$ cat src/rtl/push_seq_pkg.sv
package push_seq_pkg;
    localparam int XLEN        = 32;
    localparam int WORD_BYTES  = XLEN / 8;
    localparam int RIDX_W      = 5;
    localparam int RLIST_W     = 4;
    localparam int SPIMM_W     = 2;
    localparam int MAX_REGS    = 13;
    localparam int CNT_W       = $clog2(MAX_REGS + 1);
    localparam int FRAME_ALIGN = 16;
    localparam int SPIMM_UNIT  = 16;
    localparam int RLIST_MIN   = 4;

    typedef enum logic [1:0] {
        PS_IDLE   = 2'd0,
        PS_STORE  = 2'd1,
        PS_COMMIT = 2'd2
    } push_state_e;

    typedef struct packed {
        logic [CNT_W-1:0] nregs;
        logic [XLEN-1:0]  frame;
    } push_frame_t;

    typedef struct packed {
        logic [XLEN-1:0]   addr;
        logic [RIDX_W-1:0] ridx;
    } store_req_t;

    // Registers covered by a list code; the top code skips to s11.
    function automatic logic [CNT_W-1:0] rlist_count(input logic [RLIST_W-1:0] code);
        if (code < RLIST_W'(RLIST_MIN))
            return '0;
        else if (code == {RLIST_W{1'b1}})
            return CNT_W'(MAX_REGS);
        else
            return CNT_W'(code - RLIST_W'(RLIST_MIN - 1));
    endfunction

    // Position 0 is ra; position j>0 is saved register j-1.
    function automatic logic [RIDX_W-1:0] slot_to_ridx(input logic [CNT_W-1:0] pos);
        if (pos == '0)
            return RIDX_W'(1);
        else if (pos < CNT_W'(3))
            return RIDX_W'(pos) + RIDX_W'(7);
        else
            return RIDX_W'(pos) + RIDX_W'(15);
    endfunction

    function automatic logic [XLEN-1:0] frame_bytes(input logic [CNT_W-1:0] n,
                                                    input logic [SPIMM_W-1:0] imm);
        logic [XLEN-1:0] raw;
        logic [XLEN-1:0] rounded;
        raw     = XLEN'(n) * XLEN'(WORD_BYTES);
        rounded = (raw + XLEN'(FRAME_ALIGN - 1)) & ~XLEN'(FRAME_ALIGN - 1);
        return rounded + XLEN'(imm) * XLEN'(SPIMM_UNIT);
    endfunction
endpackage

$ cat src/rtl/push_decode.sv
module push_decode
    import push_seq_pkg::*;
(
    input  logic [RLIST_W-1:0] rlist,
    input  logic [SPIMM_W-1:0] spimm,
    output logic               legal,
    output push_frame_t        frm
);
    logic [CNT_W-1:0] n;

    always_comb begin
        n         = rlist_count(rlist);
        legal     = (n != '0);
        frm.nregs = n;
        frm.frame = frame_bytes(n, spimm);
    end
endmodule

$ cat src/rtl/push_addr_gen.sv
module push_addr_gen
    import push_seq_pkg::*;
(
    input  logic [XLEN-1:0]  sp_base,
    input  logic [CNT_W-1:0] idx,
    input  logic [CNT_W-1:0] nregs,
    output store_req_t       req
);
    logic [CNT_W-1:0] pos;
    logic [XLEN-1:0]  offset;

    always_comb begin
        pos      = nregs - idx - CNT_W'(1);
        offset   = (XLEN'(idx) + XLEN'(1)) * XLEN'(WORD_BYTES);
        req.addr = sp_base - offset;
        req.ridx = slot_to_ridx(pos);
    end
endmodule

$ cat src/rtl/push_ctrl.sv
module push_ctrl
    import push_seq_pkg::*;
(
    input  logic             clk,
    input  logic             rst,
    input  logic             start,
    input  logic             legal,
    input  push_frame_t      frm,
    input  logic [XLEN-1:0]  sp_in,
    input  logic             st_ready,
    input  logic             abort,
    output logic             busy,
    output logic             illegal,
    output logic             st_valid,
    output logic             sp_we,
    output logic [XLEN-1:0]  sp_wdata,
    output logic [XLEN-1:0]  sp_base,
    output logic [CNT_W-1:0] idx,
    output logic [CNT_W-1:0] nregs
);
    push_state_e     state;
    logic [XLEN-1:0] frame_q;
    logic            last_store;

    assign last_store = (idx == nregs - CNT_W'(1));

    always_ff @(posedge clk) begin
        if (rst) begin
            state   <= PS_IDLE;
            idx     <= '0;
            nregs   <= '0;
            frame_q <= '0;
            sp_base <= '0;
            illegal <= 1'b0;
        end else begin
            illegal <= 1'b0;
            unique case (state)
                PS_IDLE: begin
                    if (start) begin
                        if (legal) begin
                            state   <= PS_STORE;
                            idx     <= '0;
                            nregs   <= frm.nregs;
                            frame_q <= frm.frame;
                            sp_base <= sp_in;
                        end else begin
                            illegal <= 1'b1;
                        end
                    end
                end
                PS_STORE: begin
                    if (abort) begin
                        idx <= '0;
                    end else if (st_ready) begin
                        if (last_store)
                            state <= PS_COMMIT;
                        else
                            idx <= idx + CNT_W'(1);
                    end
                end
                PS_COMMIT: state <= PS_IDLE;
                default:   state <= PS_IDLE;
            endcase
        end
    end

    always_comb begin
        busy     = (state != PS_IDLE);
        st_valid = (state == PS_STORE);
        sp_we    = (state == PS_COMMIT);
        sp_wdata = sp_base - frame_q;
    end

    assert_illegal_idle_R2: assert property (@(posedge clk) disable iff (rst)
        illegal |-> !busy);

    assert_frame_aligned_R3: assert property (@(posedge clk) disable iff (rst)
        (start && !busy && legal) |-> (frm.frame[3:0] == 4'd0 && frm.nregs != '0));

    assert_sp_write_once_R7: assert property (@(posedge clk) disable iff (rst)
        sp_we |=> !sp_we);

    assert_commit_after_accept_R7: assert property (@(posedge clk) disable iff (rst)
        sp_we |-> $past(st_valid && st_ready && !abort));

    assert_busy_start_R8: assert property (@(posedge clk) disable iff (rst)
        (start && !busy && legal) |=> busy);

    assert_abort_restart_R10: assert property (@(posedge clk) disable iff (rst)
        (st_valid && abort) |=> (st_valid && idx == '0));
endmodule

$ cat src/rtl/push_seq.sv
module push_seq
    import push_seq_pkg::*;
(
    input  logic                clk,
    input  logic                rst,
    input  logic                start,
    input  logic [RLIST_W-1:0]  rlist,
    input  logic [SPIMM_W-1:0]  spimm,
    input  logic [XLEN-1:0]     sp_in,
    output logic                busy,
    output logic                illegal,
    output logic [RIDX_W-1:0]   rf_raddr,
    input  logic [XLEN-1:0]     rf_rdata,
    output logic                st_valid,
    input  logic                st_ready,
    output logic [XLEN-1:0]     st_addr,
    output logic [XLEN-1:0]     st_data,
    output logic [RIDX_W-1:0]   st_reg,
    input  logic                abort,
    output logic                sp_we,
    output logic [XLEN-1:0]     sp_wdata
);
    logic             legal;
    push_frame_t      frm;
    logic [XLEN-1:0]  sp_base;
    logic [CNT_W-1:0] idx;
    logic [CNT_W-1:0] nregs;
    store_req_t       req;

    push_decode u_decode (
        .rlist (rlist),
        .spimm (spimm),
        .legal (legal),
        .frm   (frm)
    );

    push_ctrl u_ctrl (
        .clk      (clk),
        .rst      (rst),
        .start    (start),
        .legal    (legal),
        .frm      (frm),
        .sp_in    (sp_in),
        .st_ready (st_ready),
        .abort    (abort),
        .busy     (busy),
        .illegal  (illegal),
        .st_valid (st_valid),
        .sp_we    (sp_we),
        .sp_wdata (sp_wdata),
        .sp_base  (sp_base),
        .idx      (idx),
        .nregs    (nregs)
    );

    push_addr_gen u_addr (
        .sp_base (sp_base),
        .idx     (idx),
        .nregs   (nregs),
        .req     (req)
    );

    assign st_addr  = req.addr;
    assign st_reg   = req.ridx;
    assign rf_raddr = req.ridx;
    assign st_data  = rf_rdata;

    assert_store_hold_R6: assert property (@(posedge clk) disable iff (rst)
        (st_valid && !st_ready && !abort) |=>
            (st_valid && $stable(st_addr) && $stable(st_reg)));

    assert_idle_quiet_R8: assert property (@(posedge clk) disable iff (rst)
        !busy |-> (!st_valid && !sp_we));

    assert_ra_last_R4: assert property (@(posedge clk) disable iff (rst)
        sp_we |-> $past(st_reg == RIDX_W'(1)));
endmodule

$ cat config.mk
export PLATFORM = sky130hd
export DESIGN_NAME = push_seq
export DESIGN_NICKNAME = d
export VERILOG_FILES = /design/src/rtl/push_seq_pkg.sv /design/src/rtl/push_decode.sv /design/src/rtl/push_addr_gen.sv /design/src/rtl/push_ctrl.sv /design/src/rtl/push_seq.sv
export SDC_FILE = /design/constraint.sdc
export NUM_CORES = 1
export LEC_CHECK = 0
export BUFFER_PORTS_ARGS = -buffer_cell sky130_fd_sc_hd__buf_2
export CORE_ASPECT_RATIO = 0.8
export CORE_MARGIN = 2
export CORE_UTILIZATION = 49
export CTS_BUF_LIST = sky130_fd_sc_hd__clkbuf_4
export CTS_CLUSTER_DIAMETER = 200
export CTS_CLUSTER_SIZE = 28
export DETAILED_ROUTE_END_ITERATION = 12
export MAX_ROUTING_LAYER = met4
export PLACE_DENSITY_LB_ADDON = 0.1
export SLEW_MARGIN = 20
export SYNTH_ARGS = -nofsm -noshare
export SYNTH_HDL_FRONTEND = slang
export SYNTH_SLANG_ARGS = --single-unit
$ cat constraint.sdc
create_clock -name clk -period 3.5 [get_ports clk]
set_input_delay 0.525 -clock clk [delete_from_list [all_inputs] [get_ports clk]]
set_output_delay 0.525 -clock clk [all_outputs]
set_load 0.05 [all_outputs]
## Word level (Yosys, flattened, before mapping)

Index checks and enable logic that the tools add are counted.

- Output and inout port bits: 110
- Register bits: 75
- Input port bits: 75
- Memories: 0
- Memory bits (writable): 0
- Bits in latches: 0
- ROM bits: 0
- Word-level logic and storage cells: 59

- Div/mod/pow operators: 0
- Equality and inequality tests: 11
- Multiplexer cells: 17
- Reductions and logical operators: 9
- Shift-type cells: 0
- Bitwise operators: 2
- $lt $le $gt $ge: 2
- Multipliers: 0
- $add $sub $neg: 12

Operator list:

| kind | count |
|---|---|
| 32-bit subtractor | 2 |
| 32-bit by 6-bit adder with 32-bit output | 1 |
| 4-bit 2-to-1 mux | 7 |
| 2-bit 2-to-1 mux | 5 |
| 5-bit 2-to-1 mux | 2 |
| 5-bit AND reduction | 2 |
| 4-bit one-hot mux with 2 select lines | 1 |
| 4-bit by 1-bit subtractor with 4-bit output, second input constant | 2 |
| 6-bit by 4-bit adder with 7-bit output, second input constant | 1 |
| 2-bit != test, second input constant | 3 |
| 4-bit by 1-bit adder with 5-bit output, second input constant | 1 |
| 4-bit by 3-bit adder with 5-bit output, second input constant | 1 |
| 4-bit by 4-bit adder with 5-bit output, second input constant | 1 |
| 4-bit by 1-bit adder with 4-bit output, second input constant | 1 |
| 4-bit equality test | 1 |
| 4-bit equality test, second input constant | 1 |
| 4-bit logical NOT | 1 |
| 4-bit by 2-bit < comparator with 1-bit output, second input constant | 1 |
| 4-bit by 3-bit < comparator with 1-bit output, second input constant | 1 |
| 2-bit by 1-bit != test with 1-bit output, second input constant | 2 |
| 2-bit one-hot mux with 2 select lines | 1 |
| 2-bit nonzero test | 2 |
| 4-bit nonzero test | 1 |
| 4-bit by 2-bit subtractor with 4-bit output, second input constant | 1 |
| 10 further kinds | 11 |

## Logic depth before layout (Yosys ltp)

Gate-level depths: netlist of the first run.

- Depth after elaboration: 7
- Gate-level depth with buffers: 11
- Gate-level depth less buffers: 10

## Modules after synthesis

From an unflattened synthesis of the first run, not the netlist that was laid out.

- Cells, all modules: 867
- Area total of the unflattened synthesis: 6498.7 um^2

Modules (own cells, without submodules):

| module | instances | area an instance (um^2) | sequential area each (um^2) | cells each |
|---|---|---|---|---|
| push_ctrl | 1 | 4752.1 | 1501.4 | 633 |
| push_addr_gen | 1 | 937.1 | 0.0 | 128 |
| push_decode | 1 | 531.8 | 0.0 | 69 |
| push_seq | 1 | 277.8 | 0.0 | 37 |

## Worst setup path after synthesis of the first run

No wires, ideal clock.

- Kind: flip-flop to output port
- Start: reg u_ctrl.idx[0]
- End: out st_reg[3]
- Data required time: 2.975 ns
- Cell stages (with the launch flop): 12
- Setup slack: -0.335 ns
- Data arrival time: 3.310 ns
- Path buffers: 1
- Cells stage by stage: dfxtp_1 inv_1 ha_1 inv_1 fa_1 inv_1 ha_1 inv_1 nor3_1 a21oi_1 o32ai_1 buf_4

- Cells in the longest elaborated chain, start to end: 5
- Elaborated cells between the ends (all ways): 8
- Those cells by class: 4 x add/sub; 1 x order compare; 2 x mux; 1 x reduce/logical

Ends and longest elaborated chain:

| what | line | RTL |
|---|---|---|
| start, declared | push_ctrl.sv:18 | `output logic [CNT_W-1:0] idx,` |
| start signal, assigned | push_ctrl.sv:58 | `idx <= idx + CNT_W'(1);` |
| 4-bit subtractor (*) | push_addr_gen.sv:13 | `pos = nregs - idx - CNT_W'(1);` |
| 4-bit by 1-bit subtractor with 4-bit output (*) | push_addr_gen.sv:13 |  |
| 4-bit by 4-bit adder with 5-bit output (tied with other cells) | push_seq_pkg.sv:46 | `return RIDX_W'(pos) + RIDX_W'(15);` |
| 5-bit 2-to-1 mux | push_seq_pkg.sv:43 | `else if (pos < CNT_W'(3))` |
| 5-bit 2-to-1 mux (*) | push_seq_pkg.sv:41 | `if (pos == '0)` |
| end, declared | push_seq.sv:18 | `output logic [RIDX_W-1:0] st_reg,` |

Every way passes the cells marked *; elsewhere a longest branch is shown, timed or not.

## Worst setup path in the final report of the first run

- Start: reg u_ctrl.idx[0]
- End: out st_addr[26]

- Cells in the longest elaborated chain, start to end: 2

Ends and longest elaborated chain:

| what | line | RTL |
|---|---|---|
| 4-bit by 1-bit adder with 5-bit output | push_addr_gen.sv:14 | `offset = (XLEN'(idx) + XLEN'(1)) * XLEN'(WORD_BYTES);` |
| 32-bit subtractor | push_addr_gen.sv:15 | `req.addr = sp_base - offset;` |
| end, declared | push_seq.sv:16 | `output logic [XLEN-1:0] st_addr,` |

Every way passes these cells.

==> metrics.cfg, run 1 <==
[yosys]
yosys-top-cells-area=dfxtp_1 24%, nand2_1 8.8%, xor2_1 8.8%
yosys_most_used_dff=dfxtp_1
syn_inst=517
synth_top_area_frac=0.2412
synth_common_cells=91 x nand2_1, 47 x dfxtp_1, 44 x buf_4
yosys_warnings=0
synth_most_common_cell=nand2_1
synthArstFlopShare=0
synth_seq_cells=47
avgSynthCellArea_um2=7.546
synth_edf_count=0
ys_types=54
ys_seq_area_frac=0.2412
syn_nets=615
yosysTopAreaCell=dfxtp_1
synth_area_um2=3901

[worst_setup_path]
critical_path.endpoint_type=output port
crit_top_cell=a21o_1
worstPathMaxFanout=4
start_kind=register
crit_type=register to output port
slowest_stage=a2111o_1
slowest_delay_ns=0.53
cp.arrival_ns=2.97
required_ns=2.97
cp_cell_sequence=ha_4, inv_2, fa_2, a21o_1, a21o_1, a2111o_1, nor3_2, xor2_2, buf_6

[layout]
nets=690
diodes=0
utilization=0.5959
drive_above_1_share=0.3255
syn_to_final_growth_pct=19.72

[clock_network]
cts.clk_slew.worst_paths_ns=0.16
h-tree-depth=2
clock_sink_count=47
ctsHoldBuffers=0
worstSkewPairLatency_ns=0.38
cts_root_buffer=clkbuf_4
cts.path.max_buffers=2
cts_buffers=5
cts_tree=yes

[sta]
fin_crit_sh=0.9976
setup_viol=0
maxSlewHeadroom=0.3538
period_needed_ns=3.492
hold_viol=0
max_freq_mhz=286.4
slew_violations=0
skew_ns=0.01043
tightest_slew_ns=0.9694
rsz0062_at_grt=yes

[floorplan]
coreArea_um2=7838
rows=29
die_y_um=83.81
start_util=0.4978
die_area_um2=8696
dieWidth_um=103.8
io_pins=185

[run_status]
status=finished clean

[routing]
drcViolationCount=0
drt_wl_total_um=10500
via_per_inst=5.251
detail-route-antenna-nets=0
wl_per_cell_um=14.98
vias=3681
drtIter0Drc=185
drt-pass1-iter-count=4

[global_routing]
grt_pass1_vias=3460
antenna_found_initial=0
grt_start_max_net_pins=50
grt_util_all_layers=0.2451
grt_pass1_wl_um=16990
overflow=0

[power_and_ir_drop]
peakVddDrop_mv=0.2520
power_density_nw_per_um2=570.2
p_leak_nw=2.185
p_total_mw=2.663

[job]
maxCapViolCount=0

[min_path]
min_path_type=input pin to register

[placed_design]
portBuffers=120
dp_hpwl_um=7525
finalWeightedCongestion=0.8642

worst max-delay path: cells and delay by family, from the launching register on:
kind / cells / cell delay, ns
compound gates: 3 / 0.89
fa+ha+maj: 2 / 0.60
flops: 1 / 0.39
simple gates: 1 / 0.30
buf+inv: 2 / 0.22
xor+xnor: 1 / 0.19
cell type report:
class	count	area [um^2]
Fill cell	761	3167
Timing Repair Buffer	139	807.0
Inverter	27	103.9
Tap cell	108	135.1
Multi-Input combinational cell	372	2611
Sequential cell	47	950.9
Clock buffer	5	37.54
Clock inverter	3	25.02
kinds of logic after synthesis:
family | Yosys count | share of synthesized area
flops | 47 | 0.2412
simple gates | 201 | 0.2569
mux | 3 | 0.007698
xor+xnor | 65 | 0.1459
fa+ha+maj | 23 | 0.08146
buf+inv | 99 | 0.1446
compound gates | 79 | 0.1222
sequential cells by signal, indices dropped and copies added, names as in the netlist:
name	cells
u_ctrl.state	2
u_ctrl.sp_base	32
u_ctrl.idx	4
u_ctrl.illegal	1
u_ctrl.nregs	4
u_ctrl.frame_q	4
report_power, final:
part	switching, mW	leakage, nW	internal (mW)
sequential	0.0461	0.387	0.569
clock	0.195	0.0322	0.0835
combinational	1.27	1.77	0.503
cell usage in the layout (no fill, tap or decap), types with 3 or more instances in the layout:
cell type / n
fa_1: 3
a211oi_1: 3
clkbuf_4: 7
nand2_1: 91
xor2_1: 32
nor3b_1: 3
nor2b_1: 6
buf_2: 105
mux2i_1: 3
dfxtp_1: 41
buf_6: 7
dfxtp_2: 5
xor2_2: 7
nor3_1: 15
nor2_1: 31
or3_1: 8
inv_1: 24
ha_1: 17
buf_4: 25
a21oi_1: 42
nor3_4: 6
nor4_1: 3
xnor2_1: 26
o21ai_0: 9
nand2b_1: 6
nand3_1: 4
or4_4: 4
a21o_1: 6
per-layer routing:
layer	share of wire	global-route usage	up-vias	wire length [um]
li1	-	-	1829	-
met1	0.47	0.3272	1693	4897
met2	0.45	0.3829	130	4717
met3	0.066	0.04606	29	689
met4	0.019	0.06880	0	197
met5	0	-	-	0
repair_timing:
item	4_1_cts	5_1_grt
resized for setup	41	22
setup buffers	2	6
endpoints found under the setup margin	13	30
cloned	1	0
pin swaps	9	9
stage by stage:
stage	instances	TNS, ns	setup slack [ns]	hold slack [ns]	area (um^2)
after detailed placement	684	0	0.1078	0.4532	4317
after global placement	684	0	0.1605	0.4518	4317
final	701	0	0.008430	0.3458	4671
after floorplan	517	0	0.03587	0.4319	3961
after global routing	701	-0.6327	-0.09521	0.3316	4671
after CTS	695	0	0.002578	0.3388	4551
worst paths after layout:
| check | cells past startpoint | slack [ns] | startpoint | endpoint |
|---|---|---|---|---|
| hold / removal | 3 | 0.35 | sp_in[31] | u_ctrl.sp_base[31] |
| setup / recovery | 9 | 0.008 | u_ctrl.idx[0] | st_addr[26] |
| hold reg to reg | 2 | 0.47 | u_ctrl.frame_q[7] | u_ctrl.frame_q[7] |
| setup reg to reg | 7 | 0.94 | u_ctrl.nregs[1] | u_ctrl.idx[0] |
(Power assumes the default switching activity.)
==> inputs of run 2 (changes only) <==
- CORE_ASPECT_RATIO: 0.8 -> 0.7
- GPL_TIMING_DRIVEN: unset -> 0
==> run 2 against run 1 <==
Compared with the run above:
- the run now ends with negative setup slack left
- power up 7.1%
- critical path depth up 1
- sequential share of layout area down 2.0 points
- sequential power about the same
- worst setup slack worse by 0.024 ns
- sequential cell count unchanged
==> metrics.cfg, run 2 (synthesis results as in run 1) <==
[routing]
drcViolationCount=0  ; unchanged
via_per_inst=5.204  ; was 5.251
drtIter0Drc=213  ; was 185
wl_per_cell_um=14.64  ; was 14.98 um
vias=4049  ; was 3681
detail-route-antenna-nets=0  ; unchanged
drt_wl_total_um=11390  ; was 10500 um
drt-pass1-iter-count=4  ; unchanged

[min_path]
hp-start=sp_in[17]  ; was sp_in[31]
min_path_cells=3  ; unchanged
hold_end=u_ctrl.sp_base[17]  ; was u_ctrl.sp_base[31]
min_path_type=input pin to register  ; unchanged

[layout]
nets=774  ; was 690
final_cells=778  ; was 701
top_register=u_ctrl.sp_base  ; unchanged
syn_to_final_growth_pct=34.96  ; was 19.72%
drive_above_1_share=0.4003  ; was 0.3255
final_common_cell=buf_2  ; unchanged
largest_reg_flops=32  ; unchanged
diodes=0  ; unchanged
layout_common_cells=128 x buf_2, 91 x nand2_1, 65 x buf_4  ; was 105 x buf_2, 91 x nand2_1, 42 x a21oi_1

[worst_setup_path]
cp_cell_sequence=ha_4, inv_2, fa_2, a21o_1, a21o_1, a2111o_1, buf_12, nor3_4, xor2_2, buf_6  ; was ha_4, inv_2, fa_2, a21o_1, a21o_1, a2111o_1, nor3_2, xor2_2, buf_6
reg2reg_slack_ns=1.12  ; was 0.94 ns
crit_type=register to output port  ; unchanged
slowest_delay_ns=0.47  ; was 0.53 ns
rr_startpoint=u_ctrl.nregs[1]  ; unchanged
worstPathMaxFanout=5  ; was 4
slowest_stage=a2111o_1  ; unchanged
path_delay_family=compound AO/OA/AOI/OAI gates  ; unchanged
worstRegToRegCells=7  ; unchanged
worstReg2RegEnd=u_ctrl.idx[0]  ; unchanged
required_ns=2.97  ; about the same
cp.arrival_ns=2.99  ; was 2.97 ns
start_kind=register  ; unchanged
critPathBufInv=3  ; was 2
crit_top_cell=a21o_1  ; unchanged
critical_path.endpoint_type=output port  ; unchanged

[floorplan]
coreArea_um2=7804  ; was 7838 um^2
rows=27  ; was 29
io_pins=185  ; unchanged
dieWidth_um=110.7  ; was 103.8 um
start_util=0.4999  ; was 0.4978
die_y_um=78.66  ; was 83.81 um
die_area_um2=8703  ; was 8696 um^2

[global_routing]
overflow=0  ; unchanged
grt_pass1_vias=3822  ; was 3460
grt_pass1_wl_um=17910  ; was 16990 um
grt_util_all_layers=0.2577  ; was 0.2451
grt_start_max_net_pins=16  ; was 50
antenna_found_initial=0  ; unchanged

[sta]
skew_ns=0.01274  ; was 0.01043 ns
slew_violations=0  ; unchanged
tns_ns=-0.02773  ; was 0 ns
hold_viol=0  ; unchanged
tightest_slew_ns=0.5774  ; was 0.9694 ns
maxSlewHeadroom=0.6151  ; was 0.3538
fin_crit_sh=1.004  ; was 0.9976
period_needed_ns=3.516  ; was 3.492 ns
final.setup.worst_slack_ns=-0.01566  ; was 0.008430 ns
max_freq_mhz=284.4  ; was 286.4 MHz
whs_ns=0.3525  ; was 0.3458 ns
rsz0062_at_grt=yes  ; unchanged
setup_viol=4  ; was 0

[clock_network]
clock_sink_count=47  ; unchanged
ctsHoldBuffers=0  ; unchanged
h-tree-depth=2  ; unchanged
cts_buffers=5  ; unchanged
cts.clk_slew.worst_paths_ns=0.15  ; was 0.16 ns
worstSkewPairLatency_ns=0.37  ; was 0.38 ns
cts_tree=yes  ; unchanged
cts_root_buffer=clkbuf_4  ; unchanged
cts.path.max_buffers=2  ; unchanged

[power_and_ir_drop]
p_switching_mw=1.612  ; was 1.508 mW
pwr-share-seq=0.216  ; was 0.231
peakVddDrop_mv=0.4062  ; was 0.2520 mV
clockPowerShare=0.093  ; was 0.104
switching_share=0.5654  ; was 0.5664
internal_power_mw=1.240  ; was 1.155 mW
p_comb_frac=0.690  ; was 0.665
power_density_nw_per_um2=541.7  ; was 570.2 nW/um^2
p_total_mw=2.852  ; was 2.663 mW
p_leak_nw=2.543  ; was 2.185 nW

[run_status]
status=complete, but fails checks  ; was finished clean
violations=negative setup slack

[placed_design]
dp_cells=768  ; was 684
finalWeightedCongestion=0.9024  ; was 0.8642
dp_hpwl_um=8757  ; was 7525 um
pre_cts_ws_ns=0.01281  ; was 0.1078 ns
portBuffers=150  ; was 120

[job]
maxCapViolCount=0  ; unchanged

==> run 2: routing by layer <==
layer / wire [um] / GRT usage / vias up
met5: 0 / - / -
met4: 119 / 0.04625 / 0
met3: 884 / 0.04942 / 13
met2: 5096 / 0.4141 / 188
met1: 5289 / 0.3449 / 1857
li1: - / - / 1991
==> run 2: layout make-up <==
type | instances | area [um^2]
fill | 684 | 2539
clock buffer | 5 | 37.54
clock inverter | 3 | 20.02
tap | 101 | 126.4
inverter | 27 | 101.3
multi-input combinational | 371 | 2650
buffer | 63 | 430.4
sequential | 47 | 967.2
timing repair buffer | 161 | 932.1
==> run 2: worst max path at each step <==
stage,startpoint,endpoint,depth (start not counted)
after floorplan,u_ctrl.idx[1],st_addr[22],9
after global placement,u_ctrl.idx[1],st_addr[30],10
after detailed placement,u_ctrl.idx[1],st_addr[30],10
after CTS,u_ctrl.idx[1],st_addr[18],10
after global routing,u_ctrl.idx[0],st_addr[26],10
final,u_ctrl.idx[0],st_addr[28],10
==> run 2: timing repair <==
action | CTS | global route
resized for setup | 52 | 42
cloned | 0 | 1
setup endpoints to repair | 31 | 32
pin swaps | 11 | 7
buffers inserted | 8 | 2
==> run 2: worst min-delay path: stages <==
cell	delay, ns
buf_2	0.09
nand2_1	0.04
a21oi_1	0.05
==> run 2: per-stage QoR <==
| step | instance area [um^2] | utilization |
|---|---|---|
| 2_1_floorplan | 3961 | - |
| 3_3_place_gp | 4838 | 0.6200 |
| 3_5_place_dp | 4838 | 0.6200 |
| 4_1_cts | 5112 | 0.6551 |
| 5_1_grt | 5265 | 0.6747 |
| 6_report | 5265 | 0.6747 |
==> run 2: power by group through the flow <==
stage / sequential [mW] / combinational [mW] / clock (mW)
after floorplan: 0.608 / 1.43 / 0
after global placement: 0.615 / 1.78 / 0
after detailed placement: 0.617 / 1.79 / 0
after CTS: 0.609 / 1.89 / 0.281
after global routing: 0.622 / 2.07 / 0.296
final: 0.616 / 1.97 / 0.267
==> inputs of run 3 (changes only) <==
- ABC_AREA: unset -> 1
==> run 3 against run 2 <==
Compared with the run above:
- the flow now finishes without violations
- worst hold slack better by 0.023 ns
- routed wire length increased by 7.1%
- count of clock-buffer cells in the layout grew 1
- synthesized area increased by 5.4%
- synthesized cell count increased by 19%
- critical path depth grew 2
- sequential power increased by 7.5%
- critical endpoint is now st_addr[19]
==> metrics.cfg, run 3 <==
[clock_network]
cts.path.max_buffers=2  ; unchanged
cts.clk_slew.worst_paths_ns=0.15  ; about the same
clock_sink_count=47  ; unchanged
cts_tree=yes  ; unchanged
h-tree-depth=2  ; unchanged
worstSkewPairLatency_ns=0.36  ; was 0.37 ns
cts_buffers=5  ; unchanged
cts_root_buffer=clkbuf_4  ; unchanged
ctsHoldBuffers=0  ; unchanged

[layout]
layout_common_cells=148 x buf_2, 107 x nand2_1, 87 x nor2_1  ; was 128 x buf_2, 91 x nand2_1, 65 x buf_4
drive_above_1_share=0.3402  ; was 0.4003
top_register=u_ctrl.sp_base  ; unchanged
syn_to_final_growth_pct=24.76  ; was 34.96%
nets=873  ; was 774
utilization=0.6409  ; was 0.6747
largest_reg_flops=32  ; unchanged
final_common_cell=buf_2  ; unchanged

[worst_setup_path]
crit_start=u_ctrl.idx[1]  ; was u_ctrl.idx[0]
slowest_stage=dfxtp_4  ; was a2111o_1
required_ns=2.97  ; about the same
cp.arrival_ns=2.79  ; was 2.99 ns
start_kind=register  ; unchanged
slowest_delay_ns=0.41  ; was 0.47 ns
worstPathMaxFanout=6  ; was 5
worstReg2RegEnd=u_ctrl.idx[1]  ; was u_ctrl.idx[0]
critical_path.endpoint_type=output port  ; unchanged
reg2reg_slack_ns=1.61  ; was 1.12 ns
worstRegToRegCells=10  ; was 7
endpoint=st_addr[19]  ; was st_addr[28]
cp_cell_sequence=ha_2, xor2_2, inv_1, ha_1, a21oi_1, nand2_1, nand2_1, nand2_2, nor3_4, nand2_1, xnor2_1, buf_4  ; was ha_4, inv_2, fa_2, a21o_1, a21o_1, a2111o_1, buf_12, nor3_4, xor2_2, buf_6
crit_type=register to output port  ; unchanged
crit_top_cell=nand2_1  ; was a21o_1
rr_startpoint=u_ctrl.nregs[1]  ; unchanged

[sta]
slew_violations=0  ; unchanged
hold_viol=0  ; unchanged
period_needed_ns=3.313  ; was 3.516 ns
tns_ns=0  ; was -0.02773 ns
fin_crit_sh=0.9466  ; was 1.004
setup_viol=0  ; was 4
tightest_slew_ns=0.5692  ; was 0.5774 ns
max_freq_mhz=301.8  ; was 284.4 MHz
maxSlewHeadroom=0.6205  ; was 0.6151
rsz0062_at_grt=no  ; was yes
whs_ns=0.3756  ; was 0.3525 ns
skew_ns=0.008802  ; was 0.01274 ns

[power_and_ir_drop]
switching_share=0.5950  ; was 0.5654
p_leak_nw=2.778  ; was 2.543 nW
clockPowerShare=0.092  ; was 0.093
p_comb_frac=0.687  ; was 0.690
power_density_nw_per_um2=584.2  ; was 541.7 nW/um^2
p_switching_mw=1.783  ; was 1.612 mW
internal_power_mw=1.214  ; was 1.240 mW
peakVddDrop_mv=0.2457  ; was 0.4062 mV
pwr-share-seq=0.221  ; was 0.216

[yosys]
yosys_most_used_dff=dfxtp_1  ; unchanged
synth_top_area_frac=0.2288  ; was 0.2412
synth_most_common_cell=nand2_1  ; unchanged
syn_nets=711  ; was 615
synth_common_cells=108 x nand2_1, 87 x nor2_1, 76 x inv_1  ; was 91 x nand2_1, 47 x dfxtp_1, 44 x buf_4
avgSynthCellArea_um2=6.709  ; was 7.546 um^2
synthArstFlopShare=0  ; unchanged
synth_area_um2=4113  ; was 3901 um^2
synth_seq_cells=47  ; unchanged
synth_edf_count=0  ; unchanged
yosysTopAreaCell=dfxtp_1  ; unchanged
ys_seq_area_frac=0.2288  ; was 0.2412
yosys-top-cells-area=dfxtp_1 23%, nand2_1 9.9%, xor2_1 8.1%  ; was dfxtp_1 24%, nand2_1 8.8%, xor2_1 8.8%
yosys_warnings=0  ; unchanged
ys_types=35  ; was 54
syn_inst=613  ; was 517

[floorplan]
rows=27  ; unchanged
io_pins=185  ; unchanged
coreArea_um2=8006  ; was 7804 um^2
start_util=0.5137  ; was 0.4999
die_y_um=80.65  ; was 78.66 um
die_area_um2=9154  ; was 8703 um^2
dieWidth_um=113.5  ; was 110.7 um

[global_routing]
grt_pass1_wl_um=18990  ; was 17910 um
grt_start_max_net_pins=15  ; was 16
overflow=0  ; unchanged
grt_pass1_vias=3845  ; was 3822
antenna_found_initial=1  ; was 0
grt_util_all_layers=0.2698  ; was 0.2577

[routing]
via_per_inst=4.920  ; was 5.204
drtIter0Drc=260  ; was 213
drt_wl_total_um=12200  ; was 11390 um
wl_per_cell_um=13.86  ; was 14.64 um
detail-route-antenna-nets=0  ; unchanged
drcViolationCount=0  ; unchanged
drt-pass1-iter-count=6  ; was 4
vias=4330  ; was 4049

[run_status]
status=finished clean  ; was complete, but fails checks

[placed_design]
dp_hpwl_um=10100  ; was 8757 um
portBuffers=152  ; was 150
finalWeightedCongestion=0.9295  ; was 0.9024

[min_path]
min_path_type=input pin to register  ; unchanged

[job]
maxCapViolCount=0  ; unchanged

-- run 3: what timing repair did --
item                       CTS  global route
resized for setup            4            12
buffers inserted             1             2
setup endpoints to repair    9            17
pin swaps                    1             2
-- run 3: metrics by stage --
| step | instance area, um^2 | std cells | worst slack, ns | power [mW] |
|---|---|---|---|---|
| after floorplan | 4113 | 613 | 0.06684 | 2.271 |
| final | 5131 | 880 | 0.1870 | 2.997 |
| after detailed placement | 5000 | 866 | 0.2199 | 2.703 |
| after CTS | 5074 | 875 | 0.01163 | 2.981 |
| after global routing | 5131 | 880 | 0.005264 | 3.179 |
| after global placement | 5000 | 866 | 0.3025 | 2.687 |
-- run 3: routing by layer --
layer | share of wire | wire [um] | GRT usage | vias up
li1 | - | - | - | 2208
met1 | 0.50 | 6087 | 0.3912 | 1915
met2 | 0.41 | 4998 | 0.4024 | 201
met3 | 0.086 | 1044 | 0.04830 | 6
met4 | 0.0057 | 70 | 0.03293 | 0
met5 | 0 | 0 | - | -
-- run 3: power groups by stage --
| stage | sequential (mW) | combinational (mW) | clock (mW) |
|---|---|---|---|
| floorplan | 0.646 | 1.63 | 0 |
| global placement | 0.667 | 2.02 | 0 |
| detailed placement | 0.670 | 2.03 | 0 |
| CTS | 0.658 | 2.05 | 0.277 |
| global route | 0.668 | 2.20 | 0.306 |
| finish | 0.662 | 2.06 | 0.275 |
-- run 3: worst min path at each step --
stage,startpoint,endpoint,slack [ns],cells after the start
3_5_place_dp,u_ctrl.sp_base[2],u_ctrl.sp_base[2],0.48,2
2_1_floorplan,u_ctrl.sp_base[2],u_ctrl.sp_base[2],0.45,2
3_3_place_gp,u_ctrl.sp_base[2],u_ctrl.sp_base[2],0.48,2
4_1_cts,rst,u_ctrl.state[0],0.38,2
6_report,rst,u_ctrl.frame_q[7],0.38,2
5_1_grt,rst,u_ctrl.frame_q[7],0.36,2
-- run 3: critical path, delay by kind of cell, from the launching register on --
| family | cells | cell delay [ns] |
|---|---|---|
| buffers and inverters | 2 | 0.30 |
| XOR/XNOR | 2 | 0.39 |
| AO/OA/AOI/OAI | 1 | 0.15 |
| adder cells (fa/ha/maj) | 2 | 0.54 |
| flip-flops | 1 | 0.41 |
| AND/OR/NAND/NOR | 5 | 0.63 |
-- run 3: cell type report --
cell class,instances,area (um^2)
timing repair buffer,155,800.8
buffer,56,420.4
antenna,3,7.507
multi-input combinational,424,2446
sequential,47,947.2
inverter,86,325.3
fill,770,2875
clock inverter,2,12.51
tap,101,126.4
clock buffer,6,45.04
-- run 3: cells by family (layout without fill, tap and decap cells) --
group | after synthesis | count (layout) | share of synthesized area
flops | 47 | 47 | 0.2288
compound gates | 80 | 80 | 0.1028
other cells | 0 | 3 | 0
simple gates | 274 | 274 | 0.3097
fa+ha+maj | 23 | 23 | 0.07728
xor+xnor | 47 | 47 | 0.1001
buf+inv | 142 | 305 | 0.1813
